$ cat src/rtl/clk_seq_pkg.sv
package clk_seq_pkg;

  localparam logic [7:0] OP_FLUSH     = 8'h87;
  localparam logic [7:0] OP_WAIT_HI   = 8'h88;
  localparam logic [7:0] OP_WAIT_LO   = 8'h89;
  localparam logic [7:0] OP_CLK_BITS  = 8'h8E;
  localparam logic [7:0] OP_CLK_BYTES = 8'h8F;
  localparam logic [7:0] OP_RUN_HI    = 8'h94;
  localparam logic [7:0] OP_RUN_LO    = 8'h95;
  localparam logic [7:0] OP_CNT_HI    = 8'h9C;
  localparam logic [7:0] OP_CNT_LO    = 8'h9D;

  typedef enum logic [2:0] {
    ST_FETCH,
    ST_ARG_LO,
    ST_ARG_HI,
    ST_LEVEL,
    ST_DECIDE,
    ST_PULSE
  } seq_state_e;

  typedef struct packed {
    logic known;
    logic flush;
    logic level_only;
    logic counted;
    logic two_arg;
    logic stop_on_lvl;
    logic stop_lvl;
  } cmd_info_t;

endpackage

$ cat src/rtl/mon_sync.sv
module mon_sync #(
  parameter int STAGES = 2
) (
  input  logic clk_i,
  input  logic rst_ni,
  input  logic d_i,
  output logic q_o
);
  localparam int TOP = STAGES - 1;

  logic [TOP:0] sr_q;

  always_ff @(posedge clk_i or negedge rst_ni) begin
    if (!rst_ni) sr_q <= '0;
    else         sr_q <= {sr_q[TOP-1:0], d_i};
  end

  assign q_o = sr_q[TOP];
endmodule

$ cat src/rtl/op_decode.sv
module op_decode
  import clk_seq_pkg::*;
(
  input  logic [7:0] op_i,
  output cmd_info_t  info_o
);
  always_comb begin
    info_o = '0;
    case (op_i)
      OP_FLUSH:     begin info_o.known = 1'b1; info_o.flush = 1'b1; end
      OP_WAIT_HI:   begin info_o.known = 1'b1; info_o.level_only = 1'b1; info_o.stop_lvl = 1'b1; end
      OP_WAIT_LO:   begin info_o.known = 1'b1; info_o.level_only = 1'b1; end
      OP_CLK_BITS:  begin info_o.known = 1'b1; info_o.counted = 1'b1; end
      OP_CLK_BYTES: begin info_o.known = 1'b1; info_o.counted = 1'b1; info_o.two_arg = 1'b1; end
      OP_RUN_HI:    begin info_o.known = 1'b1; info_o.stop_on_lvl = 1'b1; info_o.stop_lvl = 1'b1; end
      OP_RUN_LO:    begin info_o.known = 1'b1; info_o.stop_on_lvl = 1'b1; end
      OP_CNT_HI: begin
        info_o.known = 1'b1; info_o.counted = 1'b1; info_o.two_arg = 1'b1;
        info_o.stop_on_lvl = 1'b1; info_o.stop_lvl = 1'b1;
      end
      OP_CNT_LO: begin
        info_o.known = 1'b1; info_o.counted = 1'b1; info_o.two_arg = 1'b1;
        info_o.stop_on_lvl = 1'b1;
      end
      default: ;
    endcase
  end
endmodule

$ cat src/rtl/pulse_budget.sv
module pulse_budget #(
  parameter int LEN_W = 16
) (
  input  logic             clk_i,
  input  logic             rst_ni,
  input  logic             clear_i,
  input  logic             load_bits_i,
  input  logic             load_bytes_i,
  input  logic [LEN_W-1:0] len_i,
  input  logic             dec_i,
  output logic             zero_o
);
  // byte mode needs (2^LEN_W) * 8 pulses at most
  localparam int CNT_W = LEN_W + 4;

  logic [CNT_W-1:0] cnt_q;

  always_ff @(posedge clk_i or negedge rst_ni) begin
    if (!rst_ni)           cnt_q <= '0;
    else if (clear_i)      cnt_q <= '0;
    else if (load_bits_i)  cnt_q <= CNT_W'(len_i[2:0]) + CNT_W'(1);
    else if (load_bytes_i) cnt_q <= (CNT_W'(len_i) + CNT_W'(1)) << 3;
    else if (dec_i)        cnt_q <= cnt_q - CNT_W'(1);
  end

  assign zero_o = (cnt_q == '0);

  assert_no_underflow_R3: assert property (@(posedge clk_i) disable iff (!rst_ni)
    dec_i |-> !zero_o);
endmodule

$ cat src/rtl/clk_burst_seq.sv
module clk_burst_seq
  import clk_seq_pkg::*;
#(
  parameter int SYNC_STAGES = 2
) (
  input  logic       clk_i,
  input  logic       rst_ni,
  input  logic       en_i,
  input  logic [7:0] cmd_data_i,
  input  logic       cmd_valid_i,
  output logic       cmd_ready_o,
  input  logic       mon_i,
  output logic       pulse_req_o,
  input  logic       pulse_done_i,
  output logic       flush_o,
  output logic       bad_cmd_o,
  output logic       busy_o
);
  localparam int LEN_W = 16;

  seq_state_e st_q, st_d;
  cmd_info_t  dec_info;
  logic       counted_q, two_arg_q, stop_on_lvl_q, stop_lvl_q;
  logic [7:0] lo_q;
  logic       flush_q, bad_q;
  logic       mon_s, lvl_hit, accept, fetch_acc;
  logic       load_bits, load_bytes, dec, cnt_zero;
  logic [LEN_W-1:0] len_sel;

  mon_sync #(.STAGES(SYNC_STAGES)) u_mon_sync (
    .clk_i (clk_i),
    .rst_ni(rst_ni),
    .d_i   (mon_i),
    .q_o   (mon_s)
  );

  op_decode u_op_decode (
    .op_i  (cmd_data_i),
    .info_o(dec_info)
  );

  assign len_sel = (st_q == ST_ARG_HI) ? {cmd_data_i, lo_q} : {8'h00, cmd_data_i};

  pulse_budget #(.LEN_W(LEN_W)) u_pulse_budget (
    .clk_i       (clk_i),
    .rst_ni      (rst_ni),
    .clear_i     (!en_i),
    .load_bits_i (load_bits),
    .load_bytes_i(load_bytes),
    .len_i       (len_sel),
    .dec_i       (dec),
    .zero_o      (cnt_zero)
  );

  assign cmd_ready_o = en_i && (st_q == ST_FETCH || st_q == ST_ARG_LO || st_q == ST_ARG_HI);
  assign accept      = cmd_valid_i && cmd_ready_o;
  assign fetch_acc   = accept && (st_q == ST_FETCH);
  assign busy_o      = (st_q != ST_FETCH);
  assign pulse_req_o = (st_q == ST_PULSE);
  assign lvl_hit     = (mon_s == stop_lvl_q);
  assign flush_o     = flush_q;
  assign bad_cmd_o   = bad_q;

  always_comb begin
    st_d       = st_q;
    load_bits  = 1'b0;
    load_bytes = 1'b0;
    dec        = 1'b0;
    case (st_q)
      ST_FETCH: begin
        if (fetch_acc && dec_info.known && !dec_info.flush) begin
          if (dec_info.level_only)   st_d = ST_LEVEL;
          else if (dec_info.counted) st_d = ST_ARG_LO;
          else                       st_d = ST_DECIDE;
        end
      end
      ST_ARG_LO: begin
        if (accept) begin
          if (two_arg_q) st_d = ST_ARG_HI;
          else begin
            load_bits = 1'b1;
            st_d      = ST_DECIDE;
          end
        end
      end
      ST_ARG_HI: begin
        if (accept) begin
          load_bytes = 1'b1;
          st_d       = ST_DECIDE;
        end
      end
      ST_LEVEL: if (lvl_hit) st_d = ST_FETCH;
      ST_DECIDE: begin
        // stop conditions are only evaluated between pulses
        if (stop_on_lvl_q && lvl_hit)     st_d = ST_FETCH;
        else if (counted_q && cnt_zero)   st_d = ST_FETCH;
        else                              st_d = ST_PULSE;
      end
      ST_PULSE: begin
        if (pulse_done_i) begin
          dec  = counted_q;
          st_d = ST_DECIDE;
        end
      end
      default: st_d = ST_FETCH;
    endcase
    if (!en_i) st_d = ST_FETCH;
  end

  always_ff @(posedge clk_i or negedge rst_ni) begin
    if (!rst_ni) begin
      st_q           <= ST_FETCH;
      counted_q      <= 1'b0;
      two_arg_q      <= 1'b0;
      stop_on_lvl_q  <= 1'b0;
      stop_lvl_q     <= 1'b0;
      lo_q           <= '0;
      flush_q        <= 1'b0;
      bad_q          <= 1'b0;
    end else begin
      st_q    <= st_d;
      flush_q <= fetch_acc && dec_info.flush;
      bad_q   <= fetch_acc && !dec_info.known;
      if (fetch_acc) begin
        counted_q     <= dec_info.counted;
        two_arg_q     <= dec_info.two_arg;
        stop_on_lvl_q <= dec_info.stop_on_lvl;
        stop_lvl_q    <= dec_info.stop_lvl;
      end
      if (accept && st_q == ST_ARG_LO) lo_q <= cmd_data_i;
    end
  end

  assert_done_on_req_R5: assert property (@(posedge clk_i) disable iff (!rst_ni)
    pulse_done_i |-> pulse_req_o);

  assert_pulse_held_R5: assert property (@(posedge clk_i) disable iff (!rst_ni)
    (pulse_req_o && !pulse_done_i && en_i) |=> pulse_req_o);

  assert_disable_idle_R7: assert property (@(posedge clk_i) disable iff (!rst_ni)
    !en_i |=> (!busy_o && !pulse_req_o));

  assert_flush_src_R8: assert property (@(posedge clk_i) disable iff (!rst_ni)
    flush_o |-> $past(cmd_valid_i && cmd_ready_o && !busy_o && cmd_data_i == OP_FLUSH));

  assert_bad_src_R9: assert property (@(posedge clk_i) disable iff (!rst_ni)
    bad_cmd_o |-> $past(cmd_valid_i && cmd_ready_o && !busy_o));

  assert_no_fetch_in_pulse_R10: assert property (@(posedge clk_i) disable iff (!rst_ni)
    $rose(pulse_req_o) |-> !$past(cmd_ready_o && cmd_valid_i && !busy_o));
endmodule

$ cat config.mk
export PLATFORM = sky130hd
export DESIGN_NAME = clk_burst_seq
export DESIGN_NICKNAME = d
export VERILOG_FILES = /design/src/rtl/clk_seq_pkg.sv /design/src/rtl/mon_sync.sv /design/src/rtl/op_decode.sv /design/src/rtl/pulse_budget.sv /design/src/rtl/clk_burst_seq.sv
export SDC_FILE = /design/constraint.sdc
export NUM_CORES = 1
export LEC_CHECK = 0
export ABC_AREA = 1
export BUFFER_PORTS_ARGS = -buffer_cell sky130_fd_sc_hd__buf_2
export CORE_MARGIN = 8
export CORE_UTILIZATION = 50
export CTS_CLUSTER_SIZE = 14
export DETAILED_ROUTE_END_ITERATION = 12
export PLACE_DENSITY = 0.68
export SLEW_MARGIN = 15
export SYNTH_ARGS = -nofsm -noshare
export SYNTH_HDL_FRONTEND = slang
export SYNTH_SLANG_ARGS = --single-unit
$ cat constraint.sdc
create_clock -name clk_i -period 3.62 [get_ports clk_i]
set_clock_uncertainty 0.1 [all_clocks]
set_input_delay 0.362 -clock clk_i [delete_from_list [all_inputs] [get_ports clk_i]]
set_output_delay 0.362 -clock clk_i [all_outputs]
set_load 0.01 [all_outputs]
### Word-level counts from Yosys, hierarchy flattened

Index checks and enable logic that the tools add are counted.

| storage, ports and cells | value |
|---|---|
| latch bits | 0 |
| bits in read-only memories | 0 |
| bits in writable memories | 0 |
| memories | 0 |
| register bits | 39 |

| cells by class | value |
|---|---|
| eq/ne operators | 21 |
| muxes and demuxes | 31 |
| reductions and logical operators | 24 |
| multiply operators | 0 |
| shift-type cells | 0 |
| bitwise operators | 0 |
| order comparisons | 0 |
| divide/modulo/power cells | 0 |
| $add $sub $neg | 3 |

Operators with widths:

| operator | number |
|---|---|
| two-way mux 20 bit | 4 |
| equality test 8 bit (second input constant) | 9 |
| two-way mux 3 bit | 11 |
| logical NOT 20 bit | 1 |
| subtractor 20 x 1 -> 20 bit (second input constant) | 1 |
| case mux 3 bit (6 select lines) | 1 |
| adder 16 x 1 -> 17 bit (second input constant) | 1 |
| two-way mux 16 bit | 1 |
| two-way mux 1 bit | 14 |
| logical AND 1 bit | 10 |
| != test 3 bit (second input constant) | 3 |
| OR reduction 9 bit | 1 |
| OR reduction 4 bit | 2 |
| equality test 3 x 2 -> 1 bit (second input constant) | 2 |
| equality test 3 bit (second input constant) | 2 |
| != test 3 x 2 -> 1 bit (second input constant) | 2 |
| OR reduction 3 bit | 2 |
| AND reduction 5 bit | 1 |
| adder 3 x 1 -> 4 bit (second input constant) | 1 |
| != test 4 x 1 -> 1 bit (second input constant) | 1 |
| equality test 3 x 1 -> 1 bit (second input constant) | 1 |
| logical NOT 3 bit | 1 |
| nonzero test 3 bit | 1 |
| logical NOT 1 bit | 2 |
| 3 further kinds | 4 |

### Longest topological paths before layout

Gate-level depths: netlist (run 1).

| logic depth | value |
|---|---|
| word-level depth | 11 |
| gate-level depth with buffers | 13 |

### Cells and area by module

From an unflattened synthesis (run 1), not the netlist that was laid out.

| second synthesis, totals | value |
|---|---|
| cell total of the unflattened synthesis | 523 |
| area total of the unflattened synthesis | 3263.1 um^2 |

By module, submodules not included:

| module | area each (um^2) | seq. area each (um^2) | cells an instance | instances |
|---|---|---|---|---|
| pulse_budget | 1936.9 | 500.5 | 318 | 1 |
| clk_burst_seq | 1091.0 | 425.4 | 165 | 1 |
| op_decode | 185.2 | 0.0 | 38 | 1 |
| mon_sync | 50.0 | 50.0 | 2 | 1 |

### Worst setup path after synthesis (run 1)

OpenSTA, ideal clock, no wires.

| path | value |
|---|---|
| kind | register to register |
| from | register st_q[0] |
| to | register u_pulse_budget.cnt_q[13] |
| stages on the path, launching flop included | 12 |
| required time | 3404 ps |
| clock period less this slack | 1900 ps |
| data arrival time | 1683 ps |
| slack | 1720 ps |
| path through | dfrtp_1 nor2_4 nand2_4 o21ai_1 ha_1 nand3_2 nor2_1 nand2_1 o21ai_1 nand3_1 nand2_1 nand2_1 |

| between the ends | value |
|---|---|
| cells in the longest elaborated chain, start to end | 10 |
| elaborated cells on any way between the ends | 19 |
| classes of those cells | 1 x add/sub; 4 x eq/ne; 9 x mux; 5 x reduce/logical |

Ends and longest elaborated chain:

| item | RTL line | text |
|---|---|---|
| from (decl) | clk_burst_seq.sv:21 | `seq_state_e st_q, st_d;` |
| from (signal assigned) | clk_burst_seq.sv:121 | `st_q <= st_d;` |
| parallel branches: the longest is 10 deep, another holds adder 16 x 1 -> 17 bit | - |  |
| to (signal assigned) | pulse_budget.sv:21 | `else if (load_bits_i) cnt_q <= CNT_W'(len_i[2:0]) + CNT_W'(1);` |
| to (signal assigned) | pulse_budget.sv:22 | `else if (load_bytes_i) cnt_q <= (CNT_W'(len_i) + CNT_W'(1)) << 3;` |
| to (signal assigned) | pulse_budget.sv:23 | `else if (dec_i) cnt_q <= cnt_q - CNT_W'(1);` |
| to (decl) | pulse_budget.sv:16 | `logic [CNT_W-1:0] cnt_q;` |

Several ways; the timed one is not identified.
A chain may end at the register's enable or synchronous reset.

### Worst setup path after layout (run 1)

| path | value |
|---|---|
| from | register st_q[1] |
| to | register u_pulse_budget.cnt_q[16] |

The elaborated chain is that of the path after synthesis.

==> results of run 1 <==
## per-stage QoR
step / instance area (sq um) / hold WS (ns) / setup slack (ns) / utilization [%]
2_1_floorplan: 3020 / -0.0336 / 1.72 / -
3_3_place_gp: 3130 / 0.234 / 1.24 / 53.2
3_5_place_dp: 3130 / 0.244 / 1.14 / 53.2
4_1_cts: 3250 / 0.0674 / 1.12 / 55.2
5_1_grt: 3250 / 0.0586 / 0.874 / 55.2
6_report: 3250 / 0.0709 / 1.10 / 55.2
## power groups by stage
stage	clock [W]	combinational, W	sequential [W]
finish	0.000384	0.000645	0.000578
detailed placement	0	0.000636	0.000584
CTS	0.000388	0.000642	0.000576
floorplan	0	0.000511	0.000566
global route	0.000406	0.000734	0.000586
global placement	0	0.000632	0.000582
## state kept, by name, indices dropped and copies added (netlist names)
signal,count
flush_o,1
counted_q,1
bad_cmd_o,1
u_mon_sync.sr_q,2
stop_lvl_q,1
two_arg_q,1
stop_on_lvl_q,1
u_pulse_budget.cnt_q,20
st_q,3
lo_q,8
## worst reg2reg max path, stage by stage (launching register included)
cell and delay, ns:
sky130_fd_sc_hd__dfrtp_1 0.63, sky130_fd_sc_hd__nand2_1 0.17, sky130_fd_sc_hd__inv_2 0.12, sky130_fd_sc_hd__nor3_4 0.06, sky130_fd_sc_hd__nand2_2 0.34, sky130_fd_sc_hd__nand4_1 0.52, sky130_fd_sc_hd__inv_2 0.36, sky130_fd_sc_hd__nand2_1 0.09
sky130_fd_sc_hd__nand2_1 0.07
## cell families after synthesis
| logic type | synth area share [%] |
|---|---|
| XOR/XNOR | 3.48 |
| AND/OR/NAND/NOR | 42.7 |
| flip-flops | 32.3 |
| adder cells (fa/ha/maj) | 1.24 |
| buffers and inverters | 8.91 |
| AO/OA/AOI/OAI | 11.0 |
| multiplexers | 0.373 |
## metal layers
metal,share of wire (%),vias to the layer above,GRT usage (%)
met1,46,1389,25.0
li1,-,1542,-
met2,47,85,33.0
met4,2.4,0,7.53
met5,0,-,0
met3,4.3,21,3.12
## cell type report
| class | instances | area, sq um |
|---|---|---|
| clock buffer | 6 | 82.6 |
| sequential | 39 | 976 |
| multi-input combinational | 365 | 1780 |
| timing repair buffer | 18 | 90.1 |
| clock inverter | 2 | 35.0 |
| tap | 75 | 93.8 |
| fill | 617 | 2640 |
| inverter | 52 | 196 |
## cells in the mapped netlist (2+ instances only)
cell type,count,area [sq um]
sky130_fd_sc_hd__ha_1,3,37.5
sky130_fd_sc_hd__nor2_1,50,188
sky130_fd_sc_hd__nor3_1,15,75.1
sky130_fd_sc_hd__o21bai_1,2,15.0
sky130_fd_sc_hd__nor2_4,2,22.5
sky130_fd_sc_hd__o21ai_1,11,55.1
sky130_fd_sc_hd__clkbuf_1,2,7.51
sky130_fd_sc_hd__nand3_1,46,230
sky130_fd_sc_hd__o22ai_1,7,43.8
sky130_fd_sc_hd__buf_2,4,20.0
sky130_fd_sc_hd__nand3b_1,2,15.0
sky130_fd_sc_hd__inv_1,48,180
sky130_fd_sc_hd__nand2_2,5,31.3
sky130_fd_sc_hd__a21oi_1,8,40.0
sky130_fd_sc_hd__nor4_1,2,12.5
sky130_fd_sc_hd__buf_4,3,22.5
sky130_fd_sc_hd__o21ai_0,26,130
sky130_fd_sc_hd__nor2_2,4,25.0
sky130_fd_sc_hd__buf_6,2,22.5
sky130_fd_sc_hd__nand2_1,146,548
sky130_fd_sc_hd__nor3_4,2,32.5
sky130_fd_sc_hd__dfrtp_1,39,976
sky130_fd_sc_hd__inv_2,3,11.3
sky130_fd_sc_hd__a21oi_2,3,26.3
sky130_fd_sc_hd__xnor2_1,4,35.0
sky130_fd_sc_hd__nand3_2,3,30.0
sky130_fd_sc_hd__nand4_1,10,62.6
sky130_fd_sc_hd__xor2_1,8,70.1
## final timing paths
kind | endpoint | depth (start not counted)
max in group asynchronous | lo_q[7] | 1
setup / recovery | u_pulse_budget.cnt_q[16] | 8
hold reg to reg | u_mon_sync.sr_q[1] | 0
hold / removal | u_mon_sync.sr_q[0] | 1
setup reg to reg | u_pulse_budget.cnt_q[16] | 8
min in group asynchronous | u_pulse_budget.cnt_q[9] | 1
==> flow_results.xml, run 1 <==
<?xml version="1.0" encoding="UTF-8"?>
<metrics>
  <group name="synthesis">
    <metric name="post_synth.cell_area_avg" unit="sq um">6.47</metric>
    <metric name="synth_seq_area_share" unit="%">32.3</metric>
    <metric name="netlist_instances" unit="">467</metric>
    <metric name="async_reset_ff_share" unit="%">100</metric>
    <metric name="synth-seq-cells" unit="">39</metric>
    <metric name="mappedNetlistArea" unit="sq mm">0.00302</metric>
    <metric name="ys.warnings.count" unit="">0</metric>
    <metric name="synth.distinct_cells" unit="">35</metric>
    <metric name="synth.net_count" unit="">484</metric>
    <metric name="synth_top_flop_cell" unit="">sky130_fd_sc_hd__dfrtp_1</metric>
    <metric name="synth_edf_count" unit="">0</metric>
  </group>
  <group name="die">
    <metric name="core_area" unit="sq mm">0.00589</metric>
    <metric name="chipWidth" unit="um">93.7</metric>
    <metric name="boundary_pin_count" unit="">19</metric>
    <metric name="die_h" unit="um">93.7</metric>
    <metric name="core.rowCount" unit="">28</metric>
    <metric name="start_util" unit="%">51.3</metric>
    <metric name="die-area" unit="sq mm">0.00878</metric>
  </group>
  <group name="global_route">
    <metric name="global_route_wire_length_before_repair" unit="mm">14.1</metric>
    <metric name="groute.usage.overall" unit="%">19.8</metric>
    <metric name="overflow" unit="">0</metric>
    <metric name="grt_pass1_vias" unit="">3052</metric>
    <metric name="grt_max_degree" unit="">40</metric>
    <metric name="initial_antenna_violation_count" unit="">0</metric>
  </group>
  <group name="sta">
    <metric name="finalMaxSlewViolations" unit="">0</metric>
    <metric name="finalHoldViolCount" unit="">0</metric>
    <metric name="report.final.setup_viol" unit="">0</metric>
    <metric name="fmaxAchievable" unit="GHz">0.396</metric>
    <metric name="final.min_clock_period" unit="ns">2.52</metric>
    <metric name="fin_crit_sh" unit="%">69.7</metric>
    <metric name="rsz0062_at_grt" unit="">no</metric>
    <metric name="setup_tns" unit="ns">0</metric>
    <metric name="worst_pin_slew" unit="ns">0.887</metric>
    <metric name="timing.slew.headroom" unit="%">40.8</metric>
  </group>
  <group name="pwr">
    <metric name="p_int" unit="W">0.000958</metric>
    <metric name="share_comb_of_total_power" unit="%">40.1</metric>
    <metric name="netSwitchingFraction" unit="%">40.4</metric>
    <metric name="post_layout_power" unit="W">0.00161</metric>
    <metric name="power_per_cell_area" unit="mW/mm^2">494</metric>
    <metric name="leakage" unit="nW">1.71</metric>
    <metric name="total_switching_power" unit="W">0.000648</metric>
    <metric name="peakVddDrop" unit="uV">301</metric>
    <metric name="power_frac_clock" unit="%">23.9</metric>
    <metric name="power.sequential.fraction" unit="%">36.0</metric>
  </group>
  <group name="clock_network">
    <metric name="ctsRootBufferMaster" unit="">sky130_fd_sc_hd__clkbuf_8</metric>
    <metric name="clkLatencyLatePin" unit="ns">0.29</metric>
    <metric name="clock_sink_count" unit="">39</metric>
    <metric name="clk_pin_slew" unit="ns">0.08</metric>
    <metric name="post-cts-setup-buffers" unit="">0</metric>
    <metric name="cts_inserted_buffers" unit="">5</metric>
    <metric name="tritoncts_clock_tree" unit="">built</metric>
    <metric name="cts_resized" unit="">0</metric>
    <metric name="postCtsHoldBufs" unit="">0</metric>
    <metric name="ctsLongestPathBuffers" unit="">2</metric>
    <metric name="h-tree-depth" unit="">2</metric>
  </group>
  <group name="setup_path">
    <metric name="setup.worst_path.start" unit="">st_q[1]</metric>
    <metric name="cell_chain_critical_path" unit="">nand2_1 -&gt; inv_2 -&gt; nor3_4 -&gt; nand2_2 -&gt; nand4_1 -&gt; inv_2 -&gt; nand2_1 -&gt; nand2_1</metric>
    <metric name="path_max_fanout" unit="">24</metric>
    <metric name="worst-path-buf-inv" unit="">2</metric>
    <metric name="timing.critical_path.max_delay_family" unit="">simple AND/OR/NAND/NOR gates</metric>
    <metric name="setup.worst_path.class" unit="">reg -&gt; reg</metric>
    <metric name="crit_path_top_delay_cell" unit="">sky130_fd_sc_hd__dfrtp_1</metric>
    <metric name="timing.critical_path.slowest_cell_delay" unit="ns">0.63</metric>
    <metric name="critical_path.reg2reg.startpoint" unit="">st_q[1]</metric>
    <metric name="worstPathRequired" unit="ns">3.75</metric>
    <metric name="critical_path.most_common_cell" unit="">sky130_fd_sc_hd__nand2_1</metric>
    <metric name="r2r_setup_slack" unit="ns">1.10</metric>
    <metric name="crit_path_start_kind" unit="">flip-flop</metric>
    <metric name="worst-endpoint-arrival" unit="ns">2.66</metric>
    <metric name="crit_path_end_kind" unit="">flip-flop</metric>
  </group>
  <group name="job">
    <metric name="maxCapViolCount" unit="">0</metric>
  </group>
  <group name="final_layout">
    <metric name="synthToLayoutAreaGrowth" unit="%">7.58</metric>
    <metric name="n_antenna_cell" unit="">0</metric>
    <metric name="mostFrequentLayoutCell" unit="">sky130_fd_sc_hd__nand2_1</metric>
    <metric name="final_cell_count_no_fill" unit="">557</metric>
    <metric name="layout_cell_share_with_drive_strength_beyond_1" unit="%">10.8</metric>
    <metric name="final_cell_mix" unit="">146 x sky130_fd_sc_hd__nand2_1, 50 x sky130_fd_sc_hd__nor2_1, 48 x sky130_fd_sc_hd__inv_1</metric>
    <metric name="fin_nets" unit="">498</metric>
  </group>
  <group name="hold_path">
    <metric name="hp-class" unit="">in -&gt; reg</metric>
    <metric name="hold_path.startpoint" unit="">mon_i</metric>
  </group>
  <group name="route">
    <metric name="drt_iter0_drc" unit="">171</metric>
    <metric name="wirelength" unit="mm">8.18</metric>
    <metric name="drcViolationCount" unit="">0</metric>
    <metric name="drt-pass1-iter-count" unit="">5</metric>
    <metric name="via_per_inst" unit="">5.45</metric>
    <metric name="drt-wirelength-per-cell" unit="um">14.7</metric>
    <metric name="routed-via-count" unit="">3037</metric>
    <metric name="postRouteAntennaNets" unit="">0</metric>
  </group>
  <group name="place">
    <metric name="gp_routability_congestion" unit="">0.908</metric>
    <metric name="port_buffers" unit="">18</metric>
    <metric name="dp_hpwl" unit="mm">6.25</metric>
    <metric name="dpl.cell_count" unit="">549</metric>
  </group>
  <group name="outcome">
    <metric name="status" unit="">completed</metric>
  </group>
</metrics>
No activity file was read; power rests on OpenSTA's default activity.
==> inputs of run 2 (changes only) <==
ABC_AREA = 0   (was 1)
PLACE_DENSITY = 0.71   (was 0.68)
clock period = 2.27 ns   (was 3.62 ns; I/O delays follow)
==> flow_results.xml, run 2 <==
<?xml version="1.0" encoding="UTF-8"?>
<metrics>
  <group name="outcome">
    <metric name="status" unit="">completed</metric>
  </group>
  <group name="clock_network">
    <metric name="ctsRootBufferMaster" unit="">sky130_fd_sc_hd__clkbuf_8</metric>
    <metric name="tritoncts_clock_tree" unit="">built</metric>
    <metric name="clock_sink_count" unit="">39</metric>
    <metric name="h-tree-depth" unit="">2</metric>
    <metric name="clkLatencyLatePin" unit="ns">0.29</metric>
    <metric name="clk_pin_slew" unit="ns">0.08</metric>
    <metric name="cts_inserted_buffers" unit="">5</metric>
    <metric name="ctsLongestPathBuffers" unit="">2</metric>
  </group>
  <group name="route">
    <metric name="via_per_inst" unit="">6.27</metric>
    <metric name="drt-wirelength-per-cell" unit="um">17.8</metric>
    <metric name="drt-pass1-iter-count" unit="">5</metric>
    <metric name="wirelength" unit="mm">7.81</metric>
    <metric name="postRouteAntennaNets" unit="">0</metric>
    <metric name="drt_iter0_drc" unit="">233</metric>
    <metric name="routed-via-count" unit="">2748</metric>
    <metric name="drcViolationCount" unit="">0</metric>
  </group>
  <group name="pwr">
    <metric name="leakage" unit="nW">1.40</metric>
    <metric name="peakVddDrop" unit="uV">507</metric>
    <metric name="power_per_cell_area" unit="mW/mm^2">619</metric>
    <metric name="post_layout_power" unit="W">0.00206</metric>
  </group>
  <group name="synthesis">
    <metric name="synth_edf_count" unit="">0</metric>
    <metric name="netlist_instances" unit="">325</metric>
    <metric name="synth_seq_area_share" unit="%">35.5</metric>
    <metric name="synth_top_flop_cell" unit="">sky130_fd_sc_hd__dfrtp_1</metric>
    <metric name="synth-seq-cells" unit="">39</metric>
    <metric name="synth.net_count" unit="">342</metric>
    <metric name="async_reset_ff_share" unit="%">100</metric>
    <metric name="yosys.cell_count.top_type" unit="">sky130_fd_sc_hd__dfrtp_1</metric>
    <metric name="synth_top_area_share" unit="%">35.5</metric>
    <metric name="synth_largest_area_cell" unit="">sky130_fd_sc_hd__dfrtp_1</metric>
    <metric name="post_synth.cell_area_avg" unit="sq um">8.46</metric>
    <metric name="synth_top_cells_by_area" unit="">sky130_fd_sc_hd__dfrtp_1 35%, sky130_fd_sc_hd__o21ai_0 5.1%, sky130_fd_sc_hd__mux2_2 3.7%</metric>
    <metric name="ys.warnings.count" unit="">0</metric>
    <metric name="synth.distinct_cells" unit="">57</metric>
    <metric name="mappedNetlistArea" unit="sq mm">0.00275</metric>
    <metric name="synth_commonest_cells" unit="">39 x sky130_fd_sc_hd__dfrtp_1, 28 x sky130_fd_sc_hd__o21ai_0, 27 x sky130_fd_sc_hd__nand2_1, 26 x sky130_fd_sc_hd__nor2_1, 20 x sky130_fd_sc_hd__nand3_1</metric>
  </group>
  <group name="setup_path">
    <metric name="setup.worst_path.class" unit="">reg -&gt; reg</metric>
    <metric name="crit_path_start_kind" unit="">flip-flop</metric>
    <metric name="worstPathRequired" unit="ns">2.32</metric>
    <metric name="worst-endpoint-arrival" unit="ns">2.29</metric>
    <metric name="crit_path_end_kind" unit="">flip-flop</metric>
    <metric name="path_max_fanout" unit="">5</metric>
  </group>
  <group name="sta">
    <metric name="final.min_clock_period" unit="ns">2.24</metric>
    <metric name="worst_pin_slew" unit="ns">0.907</metric>
    <metric name="final.hold.worst_slack" unit="ns">0.152</metric>
    <metric name="finalMaxSlewViolations" unit="">0</metric>
    <metric name="report.final.setup_viol" unit="">0</metric>
    <metric name="finalHoldViolCount" unit="">0</metric>
    <metric name="fin_crit_sh" unit="%">98.7</metric>
    <metric name="timing.slew.headroom" unit="%">39.6</metric>
    <metric name="rsz0062_at_grt" unit="">yes</metric>
    <metric name="fmaxAchievable" unit="GHz">0.446</metric>
  </group>
  <group name="final_layout">
    <metric name="n_antenna_cell" unit="">0</metric>
    <metric name="final_cell_mix" unit="">39 x sky130_fd_sc_hd__dfrtp_1, 32 x sky130_fd_sc_hd__buf_4, 28 x sky130_fd_sc_hd__o21ai_0</metric>
    <metric name="fin_nets" unit="">382</metric>
    <metric name="layout_cell_share_with_drive_strength_beyond_1" unit="%">24.3</metric>
    <metric name="ff_latch_area" unit="sq um">976</metric>
    <metric name="final_area" unit="sq mm">0.00332</metric>
    <metric name="largest_register_ffs" unit="">20</metric>
    <metric name="num-fill-cells" unit="">481</metric>
    <metric name="multiInputGateArea" unit="sq mm">0.00177</metric>
    <metric name="final_cell_count_no_fill" unit="">438</metric>
    <metric name="registers.top_by_ff_count" unit="">u_pulse_budget.cnt_q</metric>
    <metric name="mostFrequentLayoutCell" unit="">sky130_fd_sc_hd__dfrtp_1</metric>
    <metric name="reg.largest.list" unit="">u_pulse_budget.cnt_q: 20 flops, lo_q: 8 flops, st_q: 3 flops</metric>
    <metric name="synthToLayoutAreaGrowth" unit="%">20.7</metric>
  </group>
  <group name="global_route">
    <metric name="grt_max_degree" unit="">40</metric>
    <metric name="initial_antenna_violation_count" unit="">0</metric>
    <metric name="grt_pass1_vias" unit="">2715</metric>
    <metric name="overflow" unit="">0</metric>
    <metric name="global_route_wire_length_before_repair" unit="mm">13.0</metric>
    <metric name="groute.usage.overall" unit="%">19.1</metric>
  </group>
  <group name="hold_path">
    <metric name="hp-class" unit="">in -&gt; reg</metric>
  </group>
  <group name="place">
    <metric name="placed_cell_area" unit="sq mm">0.00312</metric>
    <metric name="gp_routability_congestion" unit="">0.876</metric>
    <metric name="dpl.cell_count" unit="">427</metric>
    <metric name="port_buffers" unit="">18</metric>
    <metric name="dp_hpwl" unit="mm">5.53</metric>
  </group>
  <group name="die">
    <metric name="chipWidth" unit="um">90.2</metric>
    <metric name="start_util" unit="%">50.9</metric>
    <metric name="die_h" unit="um">90.2</metric>
    <metric name="core.rowCount" unit="">27</metric>
    <metric name="boundary_pin_count" unit="">19</metric>
    <metric name="die-area" unit="sq mm">0.00813</metric>
    <metric name="core_area" unit="sq mm">0.00541</metric>
  </group>
  <group name="job">
    <metric name="maxCapViolCount" unit="">0</metric>
  </group>
</metrics>
[run 2: cell count changes in the layout (fill, tap and decap cells not counted), sizes merged, moves of 8 or more]
cell / before / now
mux2: 1 / 9
nand3: 49 / 20
o21ai: 37 / 29
inv: 51 / 7
nor2: 56 / 26
buf: 18 / 51
nand2: 152 / 27
[run 2: area by class of cell]
cell class,instances,area share (%)
Clock buffer,7,2.30
Clock inverter,1,0.151
Inverter,7,0.792
Multi-Input combinational cell,259,53.5
Sequential cell,39,29.4
Tap cell,72,2.71
Timing Repair Buffer,53,11.2
[run 2: stage by stage]
step                TNS (ns)  utilization, %  setup slack, ns
floorplan            -0.0276               -          -0.0276
global placement           0            57.7          0.00560
detailed placement    -0.251            57.7           -0.117
CTS                        0            59.8          0.00708
global route          -0.284            61.4          -0.0769
finish                     0            61.4           0.0286
[run 2: path summary, 6_finish.rpt]
check                                        start                        to  slack, ns  cells after the start
min in group asynchronous                   rst_ni  u_pulse_budget.cnt_q[12]       0.48                      2
worst min register to register  u_mon_sync.sr_q[0]        u_mon_sync.sr_q[1]       0.25                      0
max in group asynchronous                   rst_ni                   lo_q[1]       1.00                      2
worst min-delay path                 cmd_data_i[6]                   lo_q[6]       0.15                      3
worst max register to register             st_q[0]  u_pulse_budget.cnt_q[16]       0.03                      5
worst max-delay path                       st_q[0]  u_pulse_budget.cnt_q[16]       0.03                      5
[run 2: cell families (layout without fill, tap and decap cells)]
family / count (synthesis) / in the layout / share of synthesized area (%)
simple gates: 142 / 142 / 28.5
compound gates: 80 / 80 / 18.7
flops: 39 / 39 / 35.5
buf+inv: 27 / 68 / 3.96
xor+xnor: 18 / 18 / 5.73
mux: 16 / 16 / 6.23
fa+ha+maj: 3 / 3 / 1.37
[run 2: power by group]
group	internal [W]	leakage [nW]	switching, W
Clock	0.000216	0.0422	0.000246
Combinational	0.000316	0.838	0.000370
Sequential	0.000789	0.520	0.000119
[run 2: timing repair]
| item | in CTS | in global routing |
|---|---|---|
| endpoints found under the setup margin | 6 | 11 |
| hold buffers | 2 | 0 |
| setup buffers | 0 | 1 |
| resized for setup | 2 | 15 |
| endpoints found under the hold margin | 40 | 0 |
| pin swaps | 0 | 5 |
[run 2: routing by layer]
metal / global-route usage, % / wire, um / vias up / part of all wire, %
met2: 30.0 / 3730 / 98 / 48
met3: 3.82 / 443 / 18 / 5.7
met5: 0 / 0 / - / 0
met4: 6.93 / 135 / 0 / 1.7
li1: - / - / 1298 / -
met1: 25.3 / 3500 / 1334 / 45
[run 2: critical path, stage by stage (launching register included)]
cell	delay [ns]
sky130_fd_sc_hd__dfrtp_1	0.42
sky130_fd_sc_hd__or3b_1	0.47
sky130_fd_sc_hd__or4_4	0.62
sky130_fd_sc_hd__nor3_2	0.20
sky130_fd_sc_hd__xnor2_1	0.16
sky130_fd_sc_hd__o221ai_1	0.14
==> inputs of run 3 (changes only) <==
REMOVE_ABC_BUFFERS = 1   (was not set)
==> flow_results.xml, run 3 (synthesis results as in run 2) <==
<?xml version="1.0" encoding="UTF-8"?>
<metrics>
  <group name="outcome">
    <metric name="status" unit="">completed</metric>
  </group>
  <group name="pwr">
    <metric name="peakVddDrop" unit="uV">383</metric>
    <metric name="leakage" unit="nW">1.43</metric>
    <metric name="p_int" unit="W">0.00148</metric>
    <metric name="total_switching_power" unit="W">0.000722</metric>
    <metric name="post_layout_power" unit="W">0.00220</metric>
    <metric name="power.sequential.fraction" unit="%">40.8</metric>
    <metric name="share_comb_of_total_power" unit="%">31.8</metric>
    <metric name="netSwitchingFraction" unit="%">32.8</metric>
    <metric name="power_frac_clock" unit="%">27.4</metric>
    <metric name="power_per_cell_area" unit="mW/mm^2">658</metric>
  </group>
  <group name="route">
    <metric name="drcViolationCount" unit="">0</metric>
    <metric name="drt-pass1-iter-count" unit="">5</metric>
    <metric name="via_per_inst" unit="">6.21</metric>
    <metric name="postRouteAntennaNets" unit="">0</metric>
    <metric name="wirelength" unit="mm">7.65</metric>
    <metric name="drt_iter0_drc" unit="">259</metric>
    <metric name="routed-via-count" unit="">2731</metric>
    <metric name="drt-wirelength-per-cell" unit="um">17.4</metric>
  </group>
  <group name="final_layout">
    <metric name="layout_cell_share_with_drive_strength_beyond_1" unit="%">25.5</metric>
    <metric name="fin_nets" unit="">384</metric>
    <metric name="largest_register_ffs" unit="">20</metric>
    <metric name="share_of_the_core_filled_with_cells" unit="%">62.0</metric>
    <metric name="n_antenna_cell" unit="">0</metric>
    <metric name="final_cell_count_no_fill" unit="">440</metric>
    <metric name="mostFrequentLayoutCell" unit="">sky130_fd_sc_hd__dfrtp_1</metric>
    <metric name="reg.largest.list" unit="">u_pulse_budget.cnt_q: 20 flops, lo_q: 8 flops, st_q: 3 flops</metric>
    <metric name="registers.top_by_ff_count" unit="">u_pulse_budget.cnt_q</metric>
    <metric name="synthToLayoutAreaGrowth" unit="%">21.9</metric>
    <metric name="final_cell_mix" unit="">39 x sky130_fd_sc_hd__dfrtp_1, 33 x sky130_fd_sc_hd__buf_4, 27 x sky130_fd_sc_hd__o21ai_0</metric>
  </group>
  <group name="sta">
    <metric name="report.final.setup_viol" unit="">0</metric>
    <metric name="fmaxAchievable" unit="GHz">0.448</metric>
    <metric name="final.min_clock_period" unit="ns">2.23</metric>
    <metric name="rsz0062_at_grt" unit="">yes</metric>
    <metric name="finalMaxSlewViolations" unit="">0</metric>
    <metric name="fin_crit_sh" unit="%">98.4</metric>
    <metric name="timing.slew.headroom" unit="%">41.6</metric>
    <metric name="worst_pin_slew" unit="ns">0.876</metric>
    <metric name="finalHoldViolCount" unit="">0</metric>
  </group>
  <group name="setup_path">
    <metric name="crit_path_end_kind" unit="">flip-flop</metric>
    <metric name="crit_path_start_kind" unit="">flip-flop</metric>
    <metric name="crit_path_top_delay_cell" unit="">sky130_fd_sc_hd__or4_4</metric>
    <metric name="path_max_fanout" unit="">6</metric>
    <metric name="worstPathRequired" unit="ns">2.35</metric>
    <metric name="timing.critical_path.slowest_cell_delay" unit="ns">0.56</metric>
    <metric name="setup.worst_path.class" unit="">reg -&gt; reg</metric>
    <metric name="reg2regPathDepth" unit="">6</metric>
    <metric name="cell_chain_critical_path" unit="">or4_4 -&gt; buf_6 -&gt; nor4_4 -&gt; a31o_2 -&gt; a31oi_1 -&gt; a41o_1</metric>
    <metric name="worst-endpoint-arrival" unit="ns">2.32</metric>
  </group>
  <group name="clock_network">
    <metric name="clock_sink_count" unit="">39</metric>
    <metric name="clkLatencyLatePin" unit="ns">0.29</metric>
    <metric name="ctsRootBufferMaster" unit="">sky130_fd_sc_hd__clkbuf_8</metric>
    <metric name="clk_pin_slew" unit="ns">0.07</metric>
    <metric name="tritoncts_clock_tree" unit="">built</metric>
    <metric name="h-tree-depth" unit="">2</metric>
    <metric name="cts_inserted_buffers" unit="">5</metric>
    <metric name="ctsLongestPathBuffers" unit="">2</metric>
  </group>
  <group name="die">
    <metric name="start_util" unit="%">50.9</metric>
    <metric name="die-area" unit="sq mm">0.00813</metric>
    <metric name="boundary_pin_count" unit="">19</metric>
    <metric name="core_area" unit="sq mm">0.00541</metric>
    <metric name="die_h" unit="um">90.2</metric>
    <metric name="chipWidth" unit="um">90.2</metric>
    <metric name="core.rowCount" unit="">27</metric>
  </group>
  <group name="global_route">
    <metric name="groute.usage.overall" unit="%">18.2</metric>
    <metric name="overflow" unit="">0</metric>
    <metric name="grt_max_degree" unit="">40</metric>
    <metric name="global_route_wire_length_before_repair" unit="mm">12.4</metric>
    <metric name="initial_antenna_violation_count" unit="">0</metric>
    <metric name="grt_pass1_vias" unit="">2589</metric>
  </group>
  <group name="hold_path">
    <metric name="hp-class" unit="">in -&gt; reg</metric>
    <metric name="min_delay_path_depth" unit="">3</metric>
  </group>
  <group name="place">
    <metric name="dp_hpwl" unit="mm">5.45</metric>
    <metric name="gp_routability_congestion" unit="">0.888</metric>
    <metric name="port_buffers" unit="">18</metric>
    <metric name="dpl.cell_count" unit="">428</metric>
  </group>
  <group name="job">
    <metric name="maxCapViolCount" unit="">0</metric>
  </group>
</metrics>
## run 3: per-stage QoR
step / setup slack, ns / hold WS [ns] / setup TNS, ns / area, sq um
2_1_floorplan: -0.665 / -0.169 / -5.63 / 2670
3_3_place_gp: 0.0448 / 0.235 / 0 / 3100
3_5_place_dp: -0.0227 / 0.237 / -0.0386 / 3100
4_1_cts: 0.0269 / 0.135 / 0 / 3250
5_1_grt: -0.0391 / 0.152 / -0.102 / 3350
6_report: 0.0360 / 0.145 / 0 / 3350
## run 3: what timing repair did
action	in CTS	in global routing
gates resized for setup	3	17
hold buffers	2	0
endpoints found under the hold margin	40	0
gates cloned	0	0
setup endpoints to repair	2	10
pin swaps	0	7
buffers inserted	0	2
## run 3: routing by layer
layer,track usage (%),wire length [um],up-vias
met5,0,0,-
met4,5.13,76,0
met3,3.66,457,10
met2,30.4,3730,109
met1,23.0,3390,1316
li1,-,-,1296
## run 3: worst paths after layout
path / from / endpoint / slack (ns)
min in group asynchronous: rst_ni / u_pulse_budget.cnt_q[12] / 0.48
max in group asynchronous: rst_ni / st_q[0] / 1.04
worst max-delay path: u_pulse_budget.cnt_q[4] / u_pulse_budget.cnt_q[19] / 0.04
worst min-delay path: en_i / u_pulse_budget.cnt_q[2] / 0.15
worst max register to register: u_pulse_budget.cnt_q[4] / u_pulse_budget.cnt_q[19] / 0.04
worst min register to register: u_mon_sync.sr_q[0] / u_mon_sync.sr_q[1] / 0.25
## run 3: power by group through the flow
stage                     Clock, W  Sequential (W)  Combinational [W]
after floorplan                  0        0.000892           0.000361
after global placement           0        0.000898           0.000605
after detailed placement         0        0.000902           0.000610
after CTS                 0.000615        0.000889           0.000627
after global routing      0.000637        0.000910           0.000757
final                     0.000605        0.000899           0.000700
## run 3: worst max-delay path: cells and delay by family (launching register included)
family | cells | cell delay, ns
buffers and inverters | 1 | 0.16
AO/OA/AOI/OAI | 3 | 0.51
flip-flops | 1 | 0.39
AND/OR/NAND/NOR | 2 | 0.98
## run 3: final cells by class
type	instances	area [sq um]
clock buffers	6	82.6
inverters	7	26.3
well taps	72	90.1
flip-flops and latches	39	976
fillers	463	2050
multi-input cells	259	1750
clock inverters	2	35.0
repair buffers	55	389
